File: src/rtl/i2c_mon_pkg.sv
// Package i2c_mon_pkg
// Shared constants and types for the I2C line monitor.
// Assumes: the low-time scale is a fixed power of two (256 ticks per unit).
package i2c_mon_pkg;

    // Number of prescaler ticks per unit of the stall threshold, as a shift
    localparam int unsigned STALL_SHIFT = 8;

    // Index of each line inside a sampled pair
    localparam int unsigned LINE_SCL = 0;
    localparam int unsigned LINE_SDA = 1;
    localparam int unsigned NUM_LINES = 2;

    // Sampled pair of bus lines
    typedef logic [NUM_LINES-1:0] line_pair_t;

endpackage

File: src/rtl/i2cmon_edge_track.sv
// Module i2cmon_edge_track
// Keeps the previous sample of each bus line and flags any change.
// Assumes: the line inputs are already synchronised to clk. The history runs
// whether or not the monitor is enabled, so an edge is never missed at enable.
module i2cmon_edge_track
    import i2c_mon_pkg::*;
(
    input  logic       clk,
    input  logic       rst_n,
    input  line_pair_t lines,
    output line_pair_t changed
);

    line_pair_t prev_q;

    for (genvar g = 0; g < NUM_LINES; g++) begin : g_line
        // Hold the previous sample of this line; idle level after reset is high
        always_ff @(posedge clk) begin
            if (!rst_n) prev_q[g] <= 1'b1;
            else        prev_q[g] <= lines[g];
        end

        // A change is any difference from the previous sample
        assign changed[g] = lines[g] ^ prev_q[g];
    end

endmodule

File: src/rtl/i2cmon_low_timer.sv
// Module i2cmon_low_timer
// Counts ticks while the watched line is low and steady, and raises a sticky
// flag at limit*256 ticks.
// Assumes: `active` folds in enable and soft reset; a zero limit disables the flag.
module i2cmon_low_timer
    import i2c_mon_pkg::*;
#(
    parameter int unsigned LIM_W = 4
) (
    input  logic             clk,
    input  logic             rst_n,
    input  logic             active,
    input  logic             tick,
    input  logic             line,
    input  logic             line_changed,
    input  logic [LIM_W-1:0] limit,
    output logic             flag
);

    localparam int unsigned CNT_W = LIM_W + STALL_SHIFT;

    logic [CNT_W-1:0] cnt_q;
    logic [CNT_W-1:0] cnt_inc;
    logic [CNT_W-1:0] target;
    logic             flag_q;
    logic             counting;

    // Threshold scaled to ticks; the count is wide enough to hold it
    assign target   = {limit, {STALL_SHIFT{1'b0}}};
    assign cnt_inc  = cnt_q + 1'b1;
    assign counting = tick && (limit != '0) && (cnt_q != target);

    // Low-time counter: cleared on high level, on any change, or when inactive
    always_ff @(posedge clk) begin
        if (!rst_n || !active)        cnt_q <= '0;
        else if (line || line_changed) cnt_q <= '0;
        else if (counting)            cnt_q <= cnt_inc;
    end

    // Sticky flag: set when the count reaches its target, cleared only by inactivity
    always_ff @(posedge clk) begin
        if (!rst_n || !active) flag_q <= 1'b0;
        else if (!line && !line_changed && counting && (cnt_inc == target))
            flag_q <= 1'b1;
    end

    assign flag = flag_q;

endmodule

File: src/rtl/i2cmon_idle_timer.sv
// Module i2cmon_idle_timer
// Decides when the bus counts as idle from how long both lines stay high.
// Assumes: a zero limit means "idle at enable", with no later return to idle
// by this block (that needs stop detection elsewhere).
module i2cmon_idle_timer #(
    parameter int unsigned IDLE_W = 8
) (
    input  logic              clk,
    input  logic              rst_n,
    input  logic              active,
    input  logic              tick,
    input  logic              both_high,
    input  logic [IDLE_W-1:0] limit,
    output logic              idle
);

    logic [IDLE_W-1:0] cnt_q;
    logic [IDLE_W-1:0] cnt_inc;
    logic              idle_q;
    logic              fresh_q;

    assign cnt_inc = cnt_q + 1'b1;

    // First-cycle marker: set while inactive, cleared after the first active edge
    always_ff @(posedge clk) begin
        if (!rst_n || !active) fresh_q <= 1'b1;
        else                   fresh_q <= 1'b0;
    end

    // High-time counter: counts ticks with both lines high until idle is declared
    always_ff @(posedge clk) begin
        if (!rst_n || !active)                   cnt_q <= '0;
        else if (!both_high)                     cnt_q <= '0;
        else if (tick && !idle_q && limit != '0) cnt_q <= cnt_inc;
    end

    // Idle state: set on enable (zero limit) or at the threshold, cleared by a low line
    always_ff @(posedge clk) begin
        if (!rst_n || !active)  idle_q <= 1'b0;
        else if (!both_high)    idle_q <= 1'b0;
        else if (limit == '0) begin
            if (fresh_q) idle_q <= 1'b1;
        end
        else if (tick && !idle_q && cnt_inc == limit)
            idle_q <= 1'b1;
    end

    // Drop at once when a line falls, without waiting for an edge
    assign idle = idle_q && both_high;

endmodule

File: src/rtl/i2c_bus_monitor.sv
// Module i2c_bus_monitor
// Top of the I2C line monitor: stall timeout on one selected line, plus
// bus-idle detection on both lines.
// Assumes: scl_in/sda_in are synchronised samples; tick is a one-cycle
// prescaler enable; configuration is held stable while the monitor runs.
module i2c_bus_monitor
    import i2c_mon_pkg::*;
#(
    parameter int unsigned LIM_W  = 4,
    parameter int unsigned IDLE_W = 8
) (
    input  logic              clk,
    input  logic              rst_n,
    input  logic              tick,
    input  logic              mon_en,
    input  logic              soft_rst,
    input  logic              watch_sda,
    input  logic [LIM_W-1:0]  stall_limit,
    input  logic [IDLE_W-1:0] idle_limit,
    input  logic              scl_in,
    input  logic              sda_in,
    output logic              stall_flag,
    output logic              bus_idle
);

    line_pair_t lines;
    line_pair_t changed;
    logic       active;
    logic       watched;
    logic       watched_chg;

    assign lines[LINE_SCL] = scl_in;
    assign lines[LINE_SDA] = sda_in;
    assign active          = mon_en && !soft_rst;

    // Route the chosen line and its change marker to the stall timer
    assign watched     = watch_sda ? lines[LINE_SDA]   : lines[LINE_SCL];
    assign watched_chg = watch_sda ? changed[LINE_SDA] : changed[LINE_SCL];

    i2cmon_edge_track u_edges (
        .clk     (clk),
        .rst_n   (rst_n),
        .lines   (lines),
        .changed (changed)
    );

    i2cmon_low_timer #(
        .LIM_W (LIM_W)
    ) u_stall (
        .clk          (clk),
        .rst_n        (rst_n),
        .active       (active),
        .tick         (tick),
        .line         (watched),
        .line_changed (watched_chg),
        .limit        (stall_limit),
        .flag         (stall_flag)
    );

    i2cmon_idle_timer #(
        .IDLE_W (IDLE_W)
    ) u_idle (
        .clk       (clk),
        .rst_n     (rst_n),
        .active    (active),
        .tick      (tick),
        .both_high (&lines),
        .limit     (idle_limit),
        .idle      (bus_idle)
    );

endmodule

File: config.mk
export PLATFORM = sky130hd
export DESIGN_NAME = i2c_bus_monitor
export DESIGN_NICKNAME = d
export VERILOG_FILES = /design/src/rtl/i2c_mon_pkg.sv /design/src/rtl/i2cmon_edge_track.sv /design/src/rtl/i2cmon_low_timer.sv /design/src/rtl/i2cmon_idle_timer.sv /design/src/rtl/i2c_bus_monitor.sv
export SDC_FILE = /design/constraint.sdc
export NUM_CORES = 1
export LEC_CHECK = 0
export ABC_AREA = 1
export ABC_CLOCK_PERIOD_IN_PS = 1600
export CORE_MARGIN = 1.5
export CORE_UTILIZATION = 57
export CTS_BUF_LIST = sky130_fd_sc_hd__clkbuf_4
export CTS_CLUSTER_SIZE = 16
export DETAILED_ROUTE_END_ITERATION = 6
export GPL_TIMING_DRIVEN = 0
export PLACE_DENSITY_LB_ADDON = 0.05
export SLEW_MARGIN = 25
export SYNTH_ARGS = -nofsm -noshare
export SYNTH_HDL_FRONTEND = slang
export SYNTH_SLANG_ARGS = --single-unit
File: constraint.sdc
create_clock -name clk -period 1.6 [get_ports clk]
set_clock_uncertainty 0.1 [all_clocks]
set_input_delay 0.32 -clock clk [delete_from_list [all_inputs] [get_ports clk]]
set_output_delay 0.32 -clock clk [all_outputs]
set_load 0.1 [all_outputs]
== Word level (Yosys, flattened, before mapping) ==
Cells that the tools add are included.
Operators by class
  $add $sub $neg: 2
  reductions and logical operators: 26
  eq/ne operators: 4
  multiplexer cells: 6
  bitwise gates (word level): 3
Operators with widths (count)
  12-bit by 1-bit adder with 12-bit output, second input constant: 1
  12-bit == test: 1
  12-bit inequality test: 1
  1-bit logical AND: 10
  8-bit by 1-bit adder with 8-bit output, second input constant: 1
  8-bit == test: 1
  8-bit zero test: 1
  8-bit nonzero test: 1
  1-bit zero test: 6
  1-bit 2-to-1 mux: 6
  2-bit AND reduction: 2
  4-bit nonzero test: 1
  2-bit OR reduction: 2
  1-bit logical OR: 2
  2-bit by 1-bit inequality test with 1-bit output, second input constant: 1
  2-bit nonzero test: 1
  1-bit XOR: 2
  1-bit NOT: 1
Storage, ports and cells
  flip-flop bits (word level): 25

== Depth between registers and ports, before layout ==
Gate-level depths: netlist of run 1.
  depth in word-level cells: 6
  gate-level depth with buffers: 11
  mapped depth without buffers: 11

== Modules after synthesis ==
Synthesis of run 1 repeated with hierarchy kept, for this count alone.
Second synthesis, totals
  cell total of the unflattened synthesis: 300
  area, all modules: 1829.3 µm²
By module, submodules not included
  i2cmon_low_timer: area an instance 974.7 µm², times used 1, sequential area each 260.2 µm², cells each 157
  i2cmon_idle_timer: area an instance 728.2 µm², times used 1, sequential area each 200.2 µm², cells each 118
  i2cmon_edge_track: area an instance 85.1 µm², times used 1, sequential area each 40.0 µm², cells each 14
  i2c_bus_monitor: area an instance 41.3 µm², times used 1, sequential area each 0.0 µm², cells each 11

== Least setup slack after synthesis of run 1 ==
OpenSTA, ideal clock, no wires.
  kind: input to output
  from: input port sda_in
  to: output port bus_idle
  cell stages on the path: 2
  buffers on the path: 0
  data arrival time: 2.448 ns
  setup slack: -1.268 ns
  path through: inv_1 nor3_1
Between the ends
  word-level cells in the longest chain between the ends: 2
Ends and longest elaborated chain
  from (decl): line i2c_bus_monitor.sv:21  | input logic sda_in,
  2-bit AND reduction: line i2c_bus_monitor.sv:67  | .both_high (&lines),
  1-bit logical AND: line i2cmon_idle_timer.sv:49  | assign idle = idle_q && both_high;
  to (decl): line i2c_bus_monitor.sv:23  | output logic bus_idle
No other way between the ends.

== Worst setup path in the final report of run 1 ==
  from: register u_stall.cnt_q[0]
  to: register u_stall.flag_q, in the netlist u_stall.flag
Between the ends
  word-level cells in the longest chain between the ends: 4
Ends and longest elaborated chain
  from (decl): line i2cmon_low_timer.sv:22  | logic [CNT_W-1:0] cnt_q;
  from (signal assigned): line i2cmon_low_timer.sv:37  | else if (counting) cnt_q <= cnt_inc;
  branches (longest 3 deep; another with 12-bit by 1-bit adder with 12-bit output)
  1-bit logical AND (*): line i2cmon_low_timer.sv:43  | else if (!line && !line_changed && counting && (cnt_inc == target))
  to (signal assigned): line i2cmon_low_timer.sv:42  | if (!rst_n || !active) flag_q <= 1'b0;
  to (signal assigned): line i2cmon_low_timer.sv:44  | flag_q <= 1'b1;
  to (decl): line i2cmon_low_timer.sv:25  | logic flag_q;
Every way passes the cells marked *.
A chain may end at the register's enable or synchronous reset.

==> impl_results.md, run 1 <==
- RSZ-0062 raised after global routing: yes
- Gate Count Post-Synth: 270
- Grt ovf: 0
- Overall power: 1120 uW
- Register area: 531 um^2
- Worst Setup End Kind: flip-flop
- Dominant delay contributor by cell family on the critical path: simple AND/OR/NAND/NOR gates
- Fin. max-slew vios: 0
- CP Data Arrival Time: 1.78 ns
- Sequential element share of the synthesized area: 29.8%
- Hold Violations, Final: 0
- Net switching power: 293 uW
- Initial DRC Count: 67
- Setup WS pre-CTS: -0.999 ns
- # clock sinks: 25
- Global Route met1 Usage: 34.5%
- DR pass1 iterations: 4
- CTS tree: yes
- CTS clock-pin slew for the worst setup and hold paths: 0.14 ns
- Power Density: 499 nW/um^2
- Run status: complete, but fails checks
- PortBufs: 21
- Footprint of the multi-input gates: 1190 um^2
- Slew @ Worst Pin: 0.482 ns
- Final cycle utilization of the critical path: 101%
- Met2 Use GR: 34.3%
- GR peak layer: met1
- Synthesized Nets: 293
- Starting density of the core: 60.5%
- Yosys cell types: 31
- Area delta synth->final: 33.3%
- DIE HEIGHT: 57.3 um
- Synth Area per Inst: 6.23 um^2
- Max clock buf depth: 2
- ANT nets after route: 0
- Crit path buf inv count: 0
- Synthesized area: 1680 um^2
- Failing checks: setup timing
- # setup viols final: 2
- CTS Buf Count: 3
- Crit Path Class: flip-flop to flip-flop
- Core ar.: 2780 um^2
- Crit path time final: 1.61 ns
- Hold WS: 0.118 ns
- Pleak: 0.000921 uW
- Final #Nets: 326
- Clock network power share: 27.6%
- Vias per inst: 5.46
- Highest-delay cell along the critical path: dfxtp_4
- Max VDD drop: 0.470 mV
- Int Pwr: 825 uW
- Ports: 22
- Hold_buf cts: 0
- Full die area: 3290 um^2
- Post-layout worst setup margin: -0.0129 ns
- CP Max Fanout: 5
- Max_slew headroom: 68.1%
- RePlAce Congestion: 0.828
- MaxCap Viol Count: 0
- Filler cells: 196
- Vias in the first global route: 1,467
- Initial antenna violation count: 0
- Die X: 57.3 um
- Worst-path cell chain: ha_4 -> nand2_2 -> o21ai_0 -> nand2_1 -> nor2_1 -> nand2_1 -> nor2_1 -> nand3_1 -> a21oi_2
- # H-tree levels: 1
- Clock root cell: clkbuf_4
- Per-cell routed wire length: 12.5 um
- Rows: 19
- First-pass GRT wire length: 6.02 mm
- GRT Overall Usage: 23.1%
- Largest net degree at the start of global routing: 14
- Req. time, crit path: 1.77 ns
- Net Sw Frac: 26.2%
- CP max stage delay: 0.41 ns
- Clock latency on the worst-skew pair: 0.32 ns
- Setup crit start kind: flip-flop
- Fmax: 0.620 GHz
- Final WL: 4.15 mm
- Detailed placement HPWL: 2.68 mm
- Met3 Use GR: 3.17%
- Share of cells above drive strength 1: 25.8%
- Dpl cells: 322
- Vias: 1,819
- Logic pwr share: 16.5%
- Synth Warn #: 0
- Drc violations: 0
- Reg power frac: 55.8%
- HP Class: input port to flip-flop
- Antenna cells: 0
- Number of synthesized register bits: 25
- Finished Layout Cells: 333
==> Yosys cell counts, drive strengths merged <==
| cell type | instances | area, um^2 |
|---|---|---|
| nand2 | 77 | 299 |
| inv | 41 | 154 |
| nor2 | 35 | 136 |
| dfxtp | 25 | 500 |
| nand3 | 24 | 135 |
| o21ai | 22 | 110 |
| a21oi | 15 | 78.8 |
| nor3 | 7 | 45.0 |
| xor2 | 5 | 43.8 |
| ha | 3 | 37.5 |
| nor3b | 3 | 27.5 |
| buf | 2 | 16.3 |
| nand3b | 2 | 15.0 |
| nand4 | 2 | 12.5 |
| a21boi | 1 | 7.51 |
| a2bb2oi | 1 | 8.76 |
| a31oi | 1 | 6.26 |
| o21a | 1 | 7.51 |
| o21bai | 1 | 7.51 |
| xnor2 | 1 | 8.76 |
| xor3 | 1 | 23.8 |
==> logic make-up (layout without fill, tap and decap cells) <==
family / after synthesis / count (layout) / share of synthesized area [%]
adders and majority gates: 3 / 3 / 2.23
and+or+nand+nor: 150 / 151 / 39.9
AOI/OAI and AO/OA: 42 / 42 / 13.5
DFF: 25 / 25 / 29.8
xor gates and xnor gates: 7 / 7 / 4.54
buffers and inverters: 43 / 74 / 10.1
==> sequential cells by signal (all words and copies together) (netlist names) <==
signal	cells
u_idle.fresh_q	1
u_edges.prev_q	2
u_idle.idle_q	1
u_idle.cnt_q	8
u_stall.flag	1
u_stall.cnt_q	12
==> final cells by class <==
type | instances | share of cell area [%]
multi-input combinational | 203 | 53.1
buffer | 2 | 0.837
tap | 31 | 1.73
inverter | 41 | 6.98
timing repair buffer | 27 | 12.4
sequential | 25 | 23.7
clock buffer | 4 | 1.34
==> per-stage QoR <==
step	util [%]	setup TNS, ns	cell area [um^2]
global route	80.6	-0.478	2240
floorplan	-	-0.0112	1690
finish	80.6	-0.0235	2240
global placement	69.8	-7.68	1940
CTS	72.9	0	2030
detailed placement	69.8	-8.25	1940
==> path summary, 6_finish.rpt <==
kind | start | end | slack [ns] | cells after the start
max | u_stall.cnt_q[0] | u_stall.flag | -0.01 | 9
min | rst_n | u_edges.prev_q[1] | 0.12 | 2
min reg2reg | u_stall.flag | u_stall.flag | 0.37 | 2
max reg2reg | u_stall.cnt_q[0] | u_stall.flag | -0.01 | 9
==> power by group through the flow <==
stage / Sequential, uW / Clock (uW) / Combinational [uW]
2_1_floorplan: 644 / 0 / 79.6
3_3_place_gp: 645 / 0 / 147
3_5_place_dp: 645 / 0 / 148
4_1_cts: 632 / 324 / 159
5_1_grt: 625 / 339 / 203
6_report: 624 / 309 / 185
==> what timing repair did <==
| item | CTS | global route |
|---|---|---|
| pin swaps | 3 | 23 |
| gates cloned | 0 | 2 |
| setup endpoints to repair | 21 | 22 |
| buffers inserted | 2 | 3 |
| resized for setup | 29 | 65 |
==> cell usage in the layout (no fill, tap or decap), types with 2 or more instances in the layout <==
| cell | synthesis | routed |
|---|---|---|
| a21oi_1 | 14 | 14 |
| buf_12 | 0 | 2 |
| buf_4 | 0 | 6 |
| clkbuf_4 | 0 | 4 |
| clkdlybuf4s50_1 | 0 | 14 |
| dfxtp_1 | 25 | 11 |
| dfxtp_2 | 0 | 9 |
| dfxtp_4 | 0 | 5 |
| dlygate4sd2_1 | 0 | 2 |
| dlymetal6s2s_1 | 0 | 3 |
| ha_4 | 0 | 3 |
| inv_1 | 37 | 29 |
| inv_2 | 4 | 11 |
| nand2_1 | 75 | 69 |
| nand2_2 | 1 | 7 |
| nand3_1 | 21 | 19 |
| nand3_2 | 3 | 4 |
| nand3b_1 | 2 | 2 |
| nand4_1 | 2 | 2 |
| nor2_1 | 33 | 24 |
| nor2_2 | 2 | 7 |
| nor2_4 | 0 | 4 |
| nor3_1 | 5 | 3 |
| nor3_4 | 0 | 4 |
| nor3b_2 | 1 | 3 |
| o21ai_0 | 21 | 13 |
| o21ai_1 | 1 | 8 |
| xor2_1 | 5 | 5 |
==> per-layer routing <==
metal  vias to the layer above  part of all wire, %  wire, um
li1                        937                    -         -
met1                       826                   47      1960
met2                        49                   45      1890
met3                         7                  6.0       250
met4                         0                  1.3        55
met5                         -                    0         0
No activity file was read; power rests on OpenSTA's default activity.
==> run 2, diff against run 1 <==
--- a/config.mk
+++ b/config.mk
@@ -12,7 +12,7 @@
 export CTS_BUF_LIST = sky130_fd_sc_hd__clkbuf_4
 export CTS_CLUSTER_SIZE = 16
 export DETAILED_ROUTE_END_ITERATION = 6
-export GPL_TIMING_DRIVEN = 0
+export GPL_TIMING_DRIVEN = 1
 export PLACE_DENSITY_LB_ADDON = 0.05
 export SLEW_MARGIN = 25
 export SYNTH_ARGS = -nofsm -noshare
==> run 2 against run 1 <==
The run ends with DRC, setup timing left. First-iteration DRC count rose to 2.9 times the previous value. Die area unchanged. Count of clock-buffer cells in the layout down 1. Cell count up 9.0%. Core utilization up 6.4 points. Via count up 12%. Combinational power up 12%. Sequential cell count unchanged. Largest cell class unchanged. Register-to-register slack worse by 0.099 ns.
==> impl_results.md, run 2 (synthesis gave the netlist of run 1 again) <==
- Detailed placement HPWL: 3.11 mm (+16%)
- Grt ovf: 0 (unchanged)
- CP Data Arrival Time: 1.89 ns (+0.11 ns)
- Max VDD drop: 0.776 mV (+65%)
- Vias: 2,044 (+12%)
- PortBufs: 21 (unchanged)
- RSZ-0062 raised after global routing: yes
- DIE HEIGHT: 57.3 um (unchanged)
- Clock root cell: clkbuf_4
- Req. time, crit path: 1.78 ns (about the same)
- RePlAce Congestion: 0.879 (+6.1%)
- Initial antenna violation count: 0 (unchanged)
- Max_slew headroom: 83.3% (+15 points)
- Core ar.: 2780 um^2 (unchanged)
- Antenna cells: 0 (unchanged)
- Ports: 22 (unchanged)
- CTS clock-pin slew for the worst setup and hold paths: 0.14 ns (about the same)
- Pleak: 0.00104 uW (+12%)
- MaxCap Viol Count: 0 (unchanged)
- # H-tree levels: 1 (unchanged)
- Area delta synth->final: 44.0%
- Initial DRC Count: 196 (+190%)
- Hold Violations, Final: 0 (unchanged)
- Worst reg2reg path depth: 9 (unchanged)
- Largest net degree at the start of global routing: 15 (+1)
- # setup viols final: 6 (+4)
- Crit Path Class: flip-flop to flip-flop
- Final #Nets: 356 (+9.2%)
- Final cycle utilization of the critical path: 107% (+6.2 points)
- Run status: complete, but fails checks
- Fin. max-slew vios: 0 (unchanged)
- Final setup TNS: -0.211 ns (-0.188 ns)
- Power Density: 465 nW/um^2 (-6.7%)
- First-pass GRT wire length: 6.67 mm (+11%)
- Vias per inst: 5.63 (+3.1%)
- DR pass1 iterations: 7 (+3)
- Slew @ Worst Pin: 0.249 ns (-0.233 ns)
- GRT Overall Usage: 25.4% (+2.2 points)
- Max FFs per register: 12 (unchanged)
- Clock latency on the worst-skew pair: 0.32 ns (about the same)
- Most flop-heavy register: u_stall.cnt_q
- Hold WS: 0.234 ns (+0.116 ns)
- Vias in the first global route: 1,603 (+9.3%)
- Failing checks: DRC, setup timing
- Final WL: 5.20 mm (+25%)
- Share of cells above drive strength 1: 29.5% (+3.7 points)
- Worst hold stages: 3 (+1)
- CP Max Fanout: 3 (-2)
- Post-layout worst setup margin: -0.112 ns (-0.0994 ns)
- Crit path time final: 1.71 ns (+0.0994 ns)
- Max clock buf depth: 2 (unchanged)
- HP Class: input port to flip-flop
- Commonest non-fill, non-tap cell in the layout: nand2_1
- Drc violations: 49 (+49)
- ANT nets after route: 0 (unchanged)
- Die X: 57.3 um (unchanged)
- CTS Buf Count: 3 (unchanged)
- Worst Setup End Kind: flip-flop
- CTS tree: yes
- Setup crit start kind: flip-flop
- Rows: 19 (unchanged)
- Full die area: 3290 um^2 (unchanged)
- Most frequent cells in the layout: 72 x nand2_1, 34 x buf_4, 30 x inv_1, 26 x nor2_1, 19 x nand3_1
- Starting density of the core: 60.5% (unchanged)
- Top Registers: u_stall.cnt_q (12), u_idle.cnt_q (8), u_edges.prev_q (2)
- # clock sinks: 25 (unchanged)
- Fmax: 0.584 GHz (-5.8%)
- Per-cell routed wire length: 14.3 um (+15%)
## run 2: power by group
part	switching [uW]	internal [uW]	total [uW]
registers	3.93	625	629
logic	97.5	109	207
clock network	196	93.7	290
## run 2: critical path: stages (launching register included)
cell	delay [ns]
dfxtp_4	0.41
ha_4	0.15
nand2_2	0.08
o21ai_1	0.14
nand2_1	0.11
nor2_1	0.18
nand2_1	0.09
nor2_1	0.13
nand3_1	0.14
a21oi_2	0.15
## run 2: layout make-up
cell class                      instances  area (um^2)
Multi-Input combinational cell        203         1130
Timing Repair Buffer                   59          548
Sequential cell                        25          519
Fill cell                             139          360
Inverter                               41          156
Tap cell                               31         38.8
Clock buffer                            3         22.5
Clock inverter                          1         5.00
## run 2: worst paths after layout
check                    from           endpoint  slack [ns]
max          u_stall.cnt_q[0]       u_stall.flag       -0.11
min                    sda_in  u_edges.prev_q[1]        0.23
max reg2reg  u_stall.cnt_q[0]       u_stall.flag       -0.11
min reg2reg  u_stall.cnt_q[1]   u_stall.cnt_q[1]        0.42
## run 2: what timing repair did
action / in CTS / in global routing
hold buffers: 0 / 0
endpoints found under the setup margin: 5 / 17
pin swaps: 1 / 15
cloned: 0 / 1
gates resized for setup: 11 / 45
setup buffers: 1 / 4
## run 2: per-stage QoR
stage / util [%] / area, um^2 / setup WS (ns) / cells / power [uW]
6_report: 87.0 / 2420 / -0.112 / 363 / 1130
4_1_cts: 81.3 / 2260 / -0.000985 / 358 / 1110
3_5_place_dp: 80.0 / 2230 / -0.312 / 354 / 833
3_3_place_gp: 80.0 / 2230 / -0.259 / 354 / 830
2_1_floorplan: - / 1690 / -0.0112 / 270 / 724
5_1_grt: 87.0 / 2420 / -0.175 / 363 / 1170
## run 2: per-layer routing
| layer | global-route usage, % | part of all wire, % |
|---|---|---|
| met3 | 6.12 | 7.2 |
| met5 | 0 | 0 |
| met4 | 4.32 | 2.7 |
| met1 | 35.6 | 40 |
| met2 | 40.6 | 50 |
